`src/rtl/ide_win_pkg.sv`:
```
package ide_win_pkg;

    typedef enum logic [1:0] {
        ST_LOCKED = 2'd0,
        ST_RD1    = 2'd1,
        ST_RD2    = 2'd2,
        ST_OPEN   = 2'd3
    } win_state_t;

    // Unlock / relock protocol on the command block
    localparam int          OFS_UNLOCK_RD = 1;
    localparam int          OFS_KEY       = 2;
    localparam logic [7:0]  KEY_OPEN      = 8'h03;
    localparam logic [7:0]  KEY_CLOSE     = 8'h83;

    // Window register offsets
    localparam int          OFS_RDTIM     = 0;
    localparam int          OFS_WRTIM     = 1;
    localparam int          OFS_CTRL      = 3;
    localparam int          OFS_STRAP     = 5;
    localparam int          OFS_MISC      = 6;

    // Normal-decode device/head register and its drive bit
    localparam int          OFS_DEVHEAD   = 6;
    localparam int          DEV_BIT       = 4;

endpackage

```
`src/rtl/ide_win_unlock.sv`:
```
module ide_win_unlock
    import ide_win_pkg::*;
#(
    parameter int ADDR_W = 3,
    parameter int DATA_W = 8
) (
    input  logic              clk,
    input  logic              rst_n,
    input  logic              acc_valid,
    input  logic              acc_write,
    input  logic              acc_wide,
    input  logic [ADDR_W-1:0] acc_addr,
    input  logic [DATA_W-1:0] acc_wdata,
    output logic              win_open
);

    win_state_t state_q, state_d;

    logic is_unlock_rd;
    logic is_key_byte;
    logic is_key_open;
    logic is_key_close;

    assign is_unlock_rd = acc_valid && !acc_write && acc_wide
                          && (acc_addr == ADDR_W'(OFS_UNLOCK_RD));
    assign is_key_byte  = acc_valid && acc_write && !acc_wide
                          && (acc_addr == ADDR_W'(OFS_KEY));
    assign is_key_open  = is_key_byte && (acc_wdata == DATA_W'(KEY_OPEN));
    assign is_key_close = is_key_byte && (acc_wdata == DATA_W'(KEY_CLOSE));

    // Next-state logic
    always_comb begin
        state_d = state_q;
        unique case (state_q)
            ST_LOCKED: begin
                if (is_unlock_rd)   state_d = ST_RD1;      // T_FIRST_READ
            end
            ST_RD1: begin
                if (is_unlock_rd)   state_d = ST_RD2;      // T_SECOND_READ
                else if (acc_valid) state_d = ST_LOCKED;   // T_ABORT
            end
            ST_RD2: begin
                if (is_unlock_rd)     state_d = ST_RD2;    // T_REPEAT_READ
                else if (is_key_open) state_d = ST_OPEN;   // T_OPEN_KEY
                else if (acc_valid)   state_d = ST_LOCKED; // T_ABORT
            end
            ST_OPEN: begin
                if (is_key_close)   state_d = ST_LOCKED;   // T_CLOSE_KEY
            end
            default: state_d = ST_LOCKED;
        endcase
    end

    // State register
    always_ff @(posedge clk) begin
        if (!rst_n) state_q <= ST_LOCKED;
        else        state_q <= state_d;
    end

    // Outputs
    always_comb begin
        unique case (state_q)
            ST_OPEN: win_open = 1'b1;
            default: win_open = 1'b0;
        endcase
    end

    // the window only opens on the key byte write
    p_open_after_key_r2: assert property (@(posedge clk) disable iff (!rst_n)
        $rose(win_open) |-> $past(acc_valid && acc_write && !acc_wide
            && acc_addr == ADDR_W'(OFS_KEY) && acc_wdata == DATA_W'(KEY_OPEN)));

    // the close key always shuts an open window
    p_close_key_r5: assert property (@(posedge clk) disable iff (!rst_n)
        (win_open && is_key_close) |=> !win_open);

endmodule

```
`src/rtl/ide_win_banks.sv`:
```
module ide_win_banks #(
    parameter int NBANK      = 2,
    parameter int DATA_W     = 8,
    parameter int SETUP_W    = 4,
    parameter logic [DATA_W-1:0]  SLOW_TIM   = '1,
    parameter logic [SETUP_W-1:0] SLOW_SETUP = '1,
    localparam int BW        = (NBANK > 1) ? $clog2(NBANK) : 1
) (
    input  logic                               clk,
    input  logic                               rst_n,
    input  logic                               wr_rdtim,
    input  logic                               wr_wrtim,
    input  logic                               wr_misc,
    input  logic [DATA_W-1:0]                  wdata,
    output logic [BW-1:0]                      load_sel,
    output logic [NBANK-1:0][DATA_W-1:0]       rd_tim_all,
    output logic [NBANK-1:0][DATA_W-1:0]       wr_tim_all,
    output logic [NBANK-1:0][SETUP_W-1:0]      setup_all
);

    logic [BW-1:0] sel_q;

    always_ff @(posedge clk) begin
        if (!rst_n)       sel_q <= '0;
        else if (wr_misc) sel_q <= wdata[BW-1:0];
    end
    assign load_sel = sel_q;

    for (genvar b = 0; b < NBANK; b++) begin : g_bank
        logic [DATA_W-1:0]  rd_q;
        logic [DATA_W-1:0]  wr_q;
        logic [SETUP_W-1:0] su_q;
        logic               hit_cur;
        logic               hit_new;

        assign hit_cur = (sel_q == BW'(b));
        assign hit_new = (wdata[BW-1:0] == BW'(b));

        always_ff @(posedge clk) begin
            if (!rst_n) begin
                rd_q <= SLOW_TIM;
                wr_q <= SLOW_TIM;
                su_q <= SLOW_SETUP;
            end else begin
                if (wr_rdtim && hit_cur) rd_q <= wdata;
                if (wr_wrtim && hit_cur) wr_q <= wdata;
                if (wr_misc  && hit_new) su_q <= wdata[DATA_W-1 -: SETUP_W];
            end
        end

        assign rd_tim_all[b] = rd_q;
        assign wr_tim_all[b] = wr_q;
        assign setup_all[b]  = su_q;

        // timing loads land in the selected bank
        p_rd_load_r7: assert property (@(posedge clk) disable iff (!rst_n)
            (wr_rdtim && sel_q == BW'(b)) |=> rd_tim_all[b] == $past(wdata));
        p_wr_load_r7: assert property (@(posedge clk) disable iff (!rst_n)
            (wr_wrtim && sel_q == BW'(b)) |=> wr_tim_all[b] == $past(wdata));
    end

    // bank-select write takes bit 0
    p_misc_sel_r6: assert property (@(posedge clk) disable iff (!rst_n)
        wr_misc |=> load_sel == $past(wdata[BW-1:0]));

endmodule

```
`src/rtl/ide_win_rdmux.sv`:
```
module ide_win_rdmux
    import ide_win_pkg::*;
#(
    parameter int NBANK   = 2,
    parameter int ADDR_W  = 3,
    parameter int DATA_W  = 8,
    parameter int SETUP_W = 4,
    localparam int BW     = (NBANK > 1) ? $clog2(NBANK) : 1,
    localparam int GAP_W  = DATA_W - SETUP_W - BW
) (
    input  logic                          rd_en,
    input  logic [ADDR_W-1:0]             addr,
    input  logic [BW-1:0]                 load_sel,
    input  logic [NBANK-1:0][DATA_W-1:0]  rd_tim_all,
    input  logic [NBANK-1:0][DATA_W-1:0]  wr_tim_all,
    input  logic [NBANK-1:0][SETUP_W-1:0] setup_all,
    input  logic [DATA_W-1:0]             ctrl,
    input  logic                          strap,
    output logic [DATA_W-1:0]             rdata
);

    always_comb begin
        rdata = '0;
        if (rd_en) begin
            case (addr)
                ADDR_W'(OFS_RDTIM): rdata = rd_tim_all[load_sel];
                ADDR_W'(OFS_WRTIM): rdata = wr_tim_all[load_sel];
                ADDR_W'(OFS_CTRL):  rdata = ctrl;
                ADDR_W'(OFS_STRAP): rdata = DATA_W'(strap);
                ADDR_W'(OFS_MISC):  rdata = {setup_all[load_sel], GAP_W'(0), load_sel};
                default:            rdata = '0;
            endcase
        end
    end

endmodule

```
`src/rtl/ide_win_outsel.sv`:
```
module ide_win_outsel #(
    parameter int NBANK   = 2,
    parameter int DATA_W  = 8,
    parameter int SETUP_W = 4,
    localparam int BW     = (NBANK > 1) ? $clog2(NBANK) : 1
) (
    input  logic                          split_map,
    input  logic                          drv_sel,
    input  logic [NBANK-1:0][DATA_W-1:0]  rd_tim_all,
    input  logic [NBANK-1:0][DATA_W-1:0]  wr_tim_all,
    input  logic [NBANK-1:0][SETUP_W-1:0] setup_all,
    output logic [DATA_W-1:0]             act_rd_tim,
    output logic [DATA_W-1:0]             act_wr_tim,
    output logic [SETUP_W-1:0]            act_setup
);

    logic [BW-1:0] eff_bank;

    always_comb begin
        eff_bank   = split_map ? BW'(drv_sel) : '0;
        act_rd_tim = rd_tim_all[eff_bank];
        act_wr_tim = wr_tim_all[eff_bank];
        act_setup  = setup_all[eff_bank];
    end

endmodule

```
`src/rtl/ide_cfg_window.sv`:
```
module ide_cfg_window
    import ide_win_pkg::*;
#(
    parameter int NBANK   = 2,
    parameter int ADDR_W  = 3,
    parameter int DATA_W  = 8,
    parameter int SETUP_W = 4,
    localparam int BW     = (NBANK > 1) ? $clog2(NBANK) : 1
) (
    input  logic              clk,
    input  logic              rst_n,
    input  logic              io_valid,
    input  logic              io_write,
    input  logic              io_wide,
    input  logic [ADDR_W-1:0] io_addr,
    input  logic [DATA_W-1:0] io_wdata,
    input  logic              strap_clk25,
    output logic [DATA_W-1:0] io_rdata,
    output logic              io_to_drive,
    output logic              cfg_open,
    output logic [DATA_W-1:0] act_rd_tim,
    output logic [DATA_W-1:0] act_wr_tim,
    output logic [SETUP_W-1:0] act_setup
);

    logic                          win_open;
    logic                          win_wr;
    logic                          wr_rdtim, wr_wrtim, wr_misc, wr_ctrl;
    logic [DATA_W-1:0]             ctrl_q;
    logic                          drv_sel_q;
    logic [BW-1:0]                 load_sel;
    logic [NBANK-1:0][DATA_W-1:0]  rd_tim_all;
    logic [NBANK-1:0][DATA_W-1:0]  wr_tim_all;
    logic [NBANK-1:0][SETUP_W-1:0] setup_all;

    ide_win_unlock #(.ADDR_W(ADDR_W), .DATA_W(DATA_W)) u_unlock (
        .clk       (clk),
        .rst_n     (rst_n),
        .acc_valid (io_valid),
        .acc_write (io_write),
        .acc_wide  (io_wide),
        .acc_addr  (io_addr),
        .acc_wdata (io_wdata),
        .win_open  (win_open)
    );

    // Decode steering
    assign win_wr   = io_valid && io_write && win_open;
    assign wr_rdtim = win_wr && (io_addr == ADDR_W'(OFS_RDTIM));
    assign wr_wrtim = win_wr && (io_addr == ADDR_W'(OFS_WRTIM));
    assign wr_ctrl  = win_wr && (io_addr == ADDR_W'(OFS_CTRL));
    assign wr_misc  = win_wr && (io_addr == ADDR_W'(OFS_MISC));

    assign io_to_drive = io_valid && !win_open;
    assign cfg_open    = win_open;

    always_ff @(posedge clk) begin
        if (!rst_n) begin
            ctrl_q    <= '0;
            drv_sel_q <= 1'b0;
        end else begin
            if (wr_ctrl) ctrl_q <= io_wdata;
            if (io_valid && io_write && !win_open && io_addr == ADDR_W'(OFS_DEVHEAD))
                drv_sel_q <= io_wdata[DEV_BIT];
        end
    end

    ide_win_banks #(
        .NBANK(NBANK), .DATA_W(DATA_W), .SETUP_W(SETUP_W)
    ) u_banks (
        .clk        (clk),
        .rst_n      (rst_n),
        .wr_rdtim   (wr_rdtim),
        .wr_wrtim   (wr_wrtim),
        .wr_misc    (wr_misc),
        .wdata      (io_wdata),
        .load_sel   (load_sel),
        .rd_tim_all (rd_tim_all),
        .wr_tim_all (wr_tim_all),
        .setup_all  (setup_all)
    );

    ide_win_rdmux #(
        .NBANK(NBANK), .ADDR_W(ADDR_W), .DATA_W(DATA_W), .SETUP_W(SETUP_W)
    ) u_rdmux (
        .rd_en      (io_valid && !io_write && win_open),
        .addr       (io_addr),
        .load_sel   (load_sel),
        .rd_tim_all (rd_tim_all),
        .wr_tim_all (wr_tim_all),
        .setup_all  (setup_all),
        .ctrl       (ctrl_q),
        .strap      (strap_clk25),
        .rdata      (io_rdata)
    );

    ide_win_outsel #(
        .NBANK(NBANK), .DATA_W(DATA_W), .SETUP_W(SETUP_W)
    ) u_outsel (
        .split_map  (ctrl_q[0]),
        .drv_sel    (drv_sel_q),
        .rd_tim_all (rd_tim_all),
        .wr_tim_all (wr_tim_all),
        .setup_all  (setup_all),
        .act_rd_tim (act_rd_tim),
        .act_wr_tim (act_wr_tim),
        .act_setup  (act_setup)
    );

    // window accesses never move the tracked drive select
    p_drvsel_hold_r4: assert property (@(posedge clk) disable iff (!rst_n)
        (win_open && io_valid) |=> $stable(drv_sel_q));

    // control register only changes on its own window write
    p_ctrl_hold_r8: assert property (@(posedge clk) disable iff (!rst_n)
        !wr_ctrl |=> $stable(ctrl_q));

    // drive is never addressed while the window is open
    p_no_drive_open_r4: assert property (@(posedge clk) disable iff (!rst_n)
        $past(win_open && !(io_valid && io_write && !io_wide
              && io_addr == ADDR_W'(OFS_KEY) && io_wdata == DATA_W'(KEY_CLOSE)))
        |-> !io_to_drive);

endmodule

```
`config.mk`:
```
export PLATFORM = sky130hd
export DESIGN_NAME = ide_cfg_window
export DESIGN_NICKNAME = d
export VERILOG_FILES = /design/src/rtl/ide_win_pkg.sv /design/src/rtl/ide_win_unlock.sv /design/src/rtl/ide_win_banks.sv /design/src/rtl/ide_win_rdmux.sv /design/src/rtl/ide_win_outsel.sv /design/src/rtl/ide_cfg_window.sv
export SDC_FILE = /design/constraint.sdc
export NUM_CORES = 1
export LEC_CHECK = 0
export ABC_AREA = 0
export BUFFER_PORTS_ARGS = -buffer_cell sky130_fd_sc_hd__buf_4
export CAP_MARGIN = 20
export CORE_MARGIN = 2
export CORE_UTILIZATION = 55
export CTS_CLUSTER_DIAMETER = 50
export CTS_CLUSTER_SIZE = 10
export DETAILED_ROUTE_END_ITERATION = 6
export PLACE_DENSITY_LB_ADDON = 0.12
export SLEW_MARGIN = 20
export SYNTH_ARGS = -nofsm -noshare
export SYNTH_HDL_FRONTEND = slang
export SYNTH_SLANG_ARGS = --single-unit
```
`constraint.sdc`:
```
create_clock -name clk -period 3.2 [get_ports clk]
set_input_delay 0.48 -clock clk [delete_from_list [all_inputs] [get_ports clk]]
set_output_delay 0.48 -clock clk [all_outputs]
set_load 0.05 [all_outputs]
```
Yosys cells after proc, flatten, opt, wreduce, memory -nomap -nowiden
Cells that the tools add are included.
{ "op_classes": {"n_bitwise": 2, "n_div": 0, "reduce_logical": 29, "multipliers": 0, "addsub": 0, "n_mux": 23, "eq_ne": 12, "n_shift": 0, "n_lt_le_gt_ge": 2} }
{ "op_table": {"columns": ["op", "n"], "rows": [
  ["8-bit two-way mux", 9],
  ["8-bit one-hot mux with 5 select lines", 1],
  ["1-bit logical AND", 23],
  ["4-bit two-way mux", 4],
  ["2-bit two-way mux", 6],
  ["8-bit by 2-bit == test with 1-bit output (second input constant)", 1],
  ["8-bit == test (second input constant)", 1],
  ["2-bit one-hot mux with 4 select lines", 1],
  ["3-bit by 2-bit == test with 1-bit output (second input constant)", 2],
  ["3-bit == test (second input constant)", 2],
  ["2-bit == test (second input constant)", 2],
  ["1-bit by 2-bit < comparator with 1-bit output (second input constant)", 2],
  ["2-bit by 1-bit inequality test with 1-bit output (second input constant)", 2],
  ["3-bit by 1-bit == test with 1-bit output (second input constant)", 1],
  ["1-bit zero test", 3],
  ["3-bit zero test", 1],
  ["2-bit by 1-bit == test with 1-bit output (second input constant)", 1],
  ["2-bit zero test", 1],
  ["1-bit two-way mux", 2],
  ["1-bit NOT", 2],
  ["2-bit AND reduction", 1]
]} }
{ "totals": {"in_bits": 17, "mem_count": 0, "out_inout_bits": 30, "latch_bits": 0, "wordCells": 78, "rom_bits": 0, "register_bits": 52, "ramBits": 0} }

Depth between registers and ports, before layout
{ "depth": {"word_depth": 7, "ltp_mapped": 6, "ltp_nobuf": 4} }

Modules after synthesis
A second synthesis with hierarchy kept.
{ "hier_totals": {"hier_cells": 300, "area_unflattened_um2": 3158.0} }
{ "modules_own_cells": {"columns": ["mod", "seq_area_each_um2", "instances", "cells_each", "area_per_inst_um2"], "rows": [
  ["ide_win_banks", 820.8, 1, 146, 1662.8],
  ["ide_win_rdmux", 0.0, 1, 62, 523.0],
  ["ide_cfg_window", 180.2, 1, 48, 442.9],
  ["ide_win_outsel", 0.0, 1, 23, 329.1],
  ["ide_win_unlock", 40.0, 1, 21, 200.2]
]} }

Worst setup path before layout
No wires, ideal clock.
{ "synth_path": {"path_kind": "register -> output", "startpoint": "register u_unlock.state_q[1]", "endpoint": "output io_rdata[6]", "required_ns": 2.720, "path_stages_with_launch": 5, "slack_ns": 0.413, "t_arrival_ns": 2.307, "path_buffers": 1, "path_cell_list": "dfxtp_1 and2_1 clkbuf_1 nand3_1 a31oi_1"} }
{ "synth_between": {"elab_chain_cells": 4} }
{ "synth_rtl": {"columns": ["element", "line_no", "source"], "rows": [
  ["start, declared", "ide_win_unlock.sv:17", "win_state_t state_q, state_d;"],
  ["start signal, assigned", "ide_win_unlock.sv:57", "else state_q <= state_d;"],
  ["2-bit == test", "ide_win_unlock.sv:62", "unique case (state_q)"],
  ["1-bit two-way mux", "ide_win_unlock.sv:62", null],
  ["net cfg_open", "ide_cfg_window.sv:20", "output logic cfg_open,"],
  ["1-bit logical AND", "ide_cfg_window.sv:86", ".rd_en (io_valid && !io_write && win_open),"],
  ["8-bit two-way mux", "ide_win_rdmux.sv:24", "if (rd_en) begin"],
  ["end, declared", "ide_cfg_window.sv:18", "output logic [DATA_W-1:0] io_rdata,"]
]} }
The timed path passes the listed nets, and every way through them passes these cells.

Final worst setup path
{ "layout_path": {"startpoint": "register u_banks.sel_q, in the netlist u_banks.load_sel", "endpoint": "output io_rdata[4]"} }
{ "layout_between": {"elab_chain_cells": 4, "elab_cells_between_ends": 8} }
{ "layout_rtl": {"columns": ["element", "line_no", "source"], "rows": [
  ["start, declared", "ide_win_banks.sv:21", "logic [BW-1:0] sel_q;"],
  ["start signal, assigned", "ide_win_banks.sv:25", "else if (wr_misc) sel_q <= wdata[BW-1:0];"],
  ["4-bit two-way mux (not written as such), or another cell as far along (2 in a row)", "ide_win_rdmux.sv:30", "ADDR_W'(OFS_MISC): rdata = {setup_all[load_sel], GAP_W'(0), load_sel};"],
  ["8-bit one-hot mux with 5 select lines *", "ide_win_rdmux.sv:25", "case (addr)"],
  ["8-bit two-way mux *", "ide_win_rdmux.sv:24", null]
]} }
Every way passes the cells marked *; elsewhere a longest branch is shown, timed or not. The select of a mux whose other input is x is not followed.

==> results.cfg <==
[floorplanning]
core_area_mm2 = 0.00479
start_util_pct = 57.7
io_pins = 47
row_count = 25
die_area_mm2 = 0.00560
die_x_um = 74.9
die_y_um = 74.9

[global_routing]
antenna_found_initial = 0
first_global_vias = 2273
overflow = 0
grt_pass1_wl_mm = 11.5
grt.total_usage_pct = 27.3
grt_max_degree = 45

[worst_hold_path]
holdCritStartpoint = io_wdata[1]
hold_end = u_banks.g_bank[1].wr_q[1]$_SDFFE_PN1P_
hold-path-cell-count = 3
min_path_type = in2reg

[yosys]
yosysWarnings = 0
ys_seq_area_share_pct = 37.7
synth_cells = 321
synth.ff_latch_count = 52
syn_area_mm2 = 0.00276
synth_top_area_share_pct = 37.7
syn_avg_cell_area_um2 = 8.60
synth.largest_area_cell = dfxtp_1
syn_nets = 338
async_flop_share_pct = 0
synth-edff-count = 0
ys_types = 40
synth-main-ff-cell = dfxtp_1
synthTopCellsByArea = dfxtp_1 (38%), mux2i_1 (18%), nand2_1 (9.1%), mux2_2 (8.2%), nand3_1 (3.8%)

[cells_and_area]
fill_cells = 438
syn_to_final_growth_pct = 16.1
layout-drive-gt1-share_pct = 23.2
final_util_pct = 67.0
num_antenna_cells = 0
fin_nets = 370

[sta]
finalSetupTns_ps = 0
fin_ws_ps = 483
tightest_slew_ps = 842
period_share_pct = 84.9
drv_slew = 0
setup_violations = 0
rsz0062_at_grt = false
timing.hold.ws_ps = 452
fin_worst_skew_ps = 5.90
fmax_mhz = 368
hold_viol = 0
slew-limit-headroom_pct = 43.8
period_minus_slack_ps = 2720

[detailed_routing]
drt_wl_total_mm = 7.10
antenna_left = 0
drc = 0
drt-vias-per-instance = 5.89
route.vias.total = 2479
drtIter0Drc = 137
wl_per_cell_um = 16.9
first_pass_iters = 5

[power]
p_sw_w = 0.000280
vdd_drop_max_mv = 0.255
seqPwrFrac_pct = 57.0
p_sw_share_pct = 24.7
p_int_w = 0.000856
leakage_nw = 1.32
clockPowerShare_pct = 35.3
p_comb_share_pct = 7.7
power_density_mw_per_mm2 = 354

[setup_path]
crit_fanout = 20
r2r-end = u_banks.g_bank[0].rd_q[0]$_SDFFE_PN1P_
crit_buf_inv = 1
cp_data_arrival_time_ps = 2240
r2r_cells = 4
slowest_stage = nor4_1
required_ps = 2720
worstSetupEndpointType = output pin
path_cells = nor4_1 > a221oi_1 > a21oi_1 > buf_4
critPathLaunchType = flop
worst_r2r_startpoint = u_banks.load_sel$_SDFFE_PN0P_
critical_path_class = reg2out
cpPeakStageDelay_ps = 680
r2r_setup_slack_ps = 1150
path_delay_family = simple AND/OR/NAND/NOR gates

[clocking]
numCtsBuffers = 5
cts_tree = done
cts-root-buf = clkbuf_8
clock_path_buffers = 2
cts-htree-levels = 2
clk-insertion-delay-late_ps = 320
postCtsHoldBufs = 0
clk_pin_slew_ps = 90
clkSinkCount = 52
post_cts.resized_instances = 0
cts_setup_buffers = 0

[placement]
dp_hpwl_mm = 5.12
pre_cts_slack_ps = 846
io_buffers = 46
globalplace.congestion = 0.901

[run_status]
status = complete, no violations

[flow_run]
cap_violations = 0
[flip-flops by register name, summed over array words and instances, names as in the netlist]
name                 flops
u_banks.load_sel         1
u_unlock.state_q         2
u_banks.g_bank.su_q      8
drv_sel_q                1
u_banks.g_bank.wr_q     16
ctrl_q                   8
u_banks.g_bank.rd_q     16
[power by group through the flow]
stage | Combinational (W) | Sequential [W] | Clock [W]
after global routing | 0.0000946 | 0.000648 | 0.000431
after floorplan | 0.0000524 | 0.000662 | 0
after detailed placement | 0.0000863 | 0.000662 | 0
after global placement | 0.0000858 | 0.000662 | 0
after CTS | 0.0000866 | 0.000647 | 0.000407
final | 0.0000878 | 0.000647 | 0.000401
[metrics by stage]
stage / instances / cell area [um^2] / total power [W]
2_1_floorplan: 321 / 2760 / 0.000715
3_3_place_gp: 413 / 3110 / 0.000748
3_5_place_dp: 413 / 3110 / 0.000749
4_1_cts: 421 / 3210 / 0.00114
5_1_grt: 421 / 3210 / 0.00117
6_report: 421 / 3210 / 0.00114
[metal layers]
layer / track usage, % / vias to the layer above / wire length, um
met5: 0 / - / 0
met4: 7.94 / 0 / 179
met3: 5.09 / 18 / 399
met2: 45.0 / 85 / 3310
met1: 36.4 / 1187 / 3210
li1: - / 1189 / -
[worst reg2reg max path, delay by kind of cell, from the launching register on]
kind / cells / cell delay, ps
flip-flops: 1 / 590
AND/OR/NAND/NOR: 4 / 1340
[synthesized netlist by cell type (all sizes together), types with 3 or more instances]
cell and n:
mux2 20, inv 3, a221oi 4, a21oi 11, nand2 67, nor2 19
o22ai 3, buf 8, nand4 3, mux2i 50, nor3b 3, clkbuf 16
dfxtp 52, nor4 3, nor3 5, nand3b 5, a31oi 3, and2 4
o21ai 3, nand3 21
[how the worst max path moves through the flow]
stage          slack [ps]                        startpoint  depth (start not counted)          end
2_1_floorplan         410  u_unlock.state_q[1]$_SDFFE_PN0P_                          4  io_rdata[6]
3_5_place_dp          850     u_banks.load_sel$_SDFFE_PN0P_                          4  io_rdata[4]
6_report              480     u_banks.load_sel$_SDFFE_PN0P_                          4  io_rdata[4]
5_1_grt               290     u_banks.load_sel$_SDFFE_PN0P_                          4  io_rdata[5]
3_3_place_gp          870     u_banks.load_sel$_SDFFE_PN0P_                          4  io_rdata[7]
4_1_cts               510     u_banks.load_sel$_SDFFE_PN0P_                          4  io_rdata[4]
[logic make-up after synthesis]
| logic type | share of synthesized area (%) |
|---|---|
| AOI/OAI and AO/OA | 6.62 |
| xor gates and xnor gates | 0.634 |
| buffers and inverters | 4.12 |
| DFF | 37.7 |
| muxes | 26.3 |
| and+or+nand+nor | 24.6 |
[final cells by class]
class / instances / area, um^2 / share of cell area [%]
Inverter: 3 / 11.3 / 0.351
Tap cell: 67 / 83.8 / 2.61
Timing Repair Buffer: 49 / 368 / 11.5
Sequential cell: 52 / 1040 / 32.5
Clock inverter: 2 / 13.8 / 0.429
Multi-Input combinational cell: 242 / 1610 / 50.1
Clock buffer: 6 / 82.6 / 2.58
[layout by cell type, fill, tap and decap left out, types with 3 or more instances in the layout]
master and count:
a21oi_1 11, clkbuf_8 6, inv_1 3, nand2_1 67, and2_1 4, a221oi_1 4, mux2i_1 50, buf_4 49
nor3_1 3, nor4_1 3, nor2_1 19, nor3b_1 3, a31oi_1 3, nand3b_1 5, o22ai_1 3, nand3_1 21
dfxtp_1 52, mux2_2 20
Power figures use the tool's default switching activity.
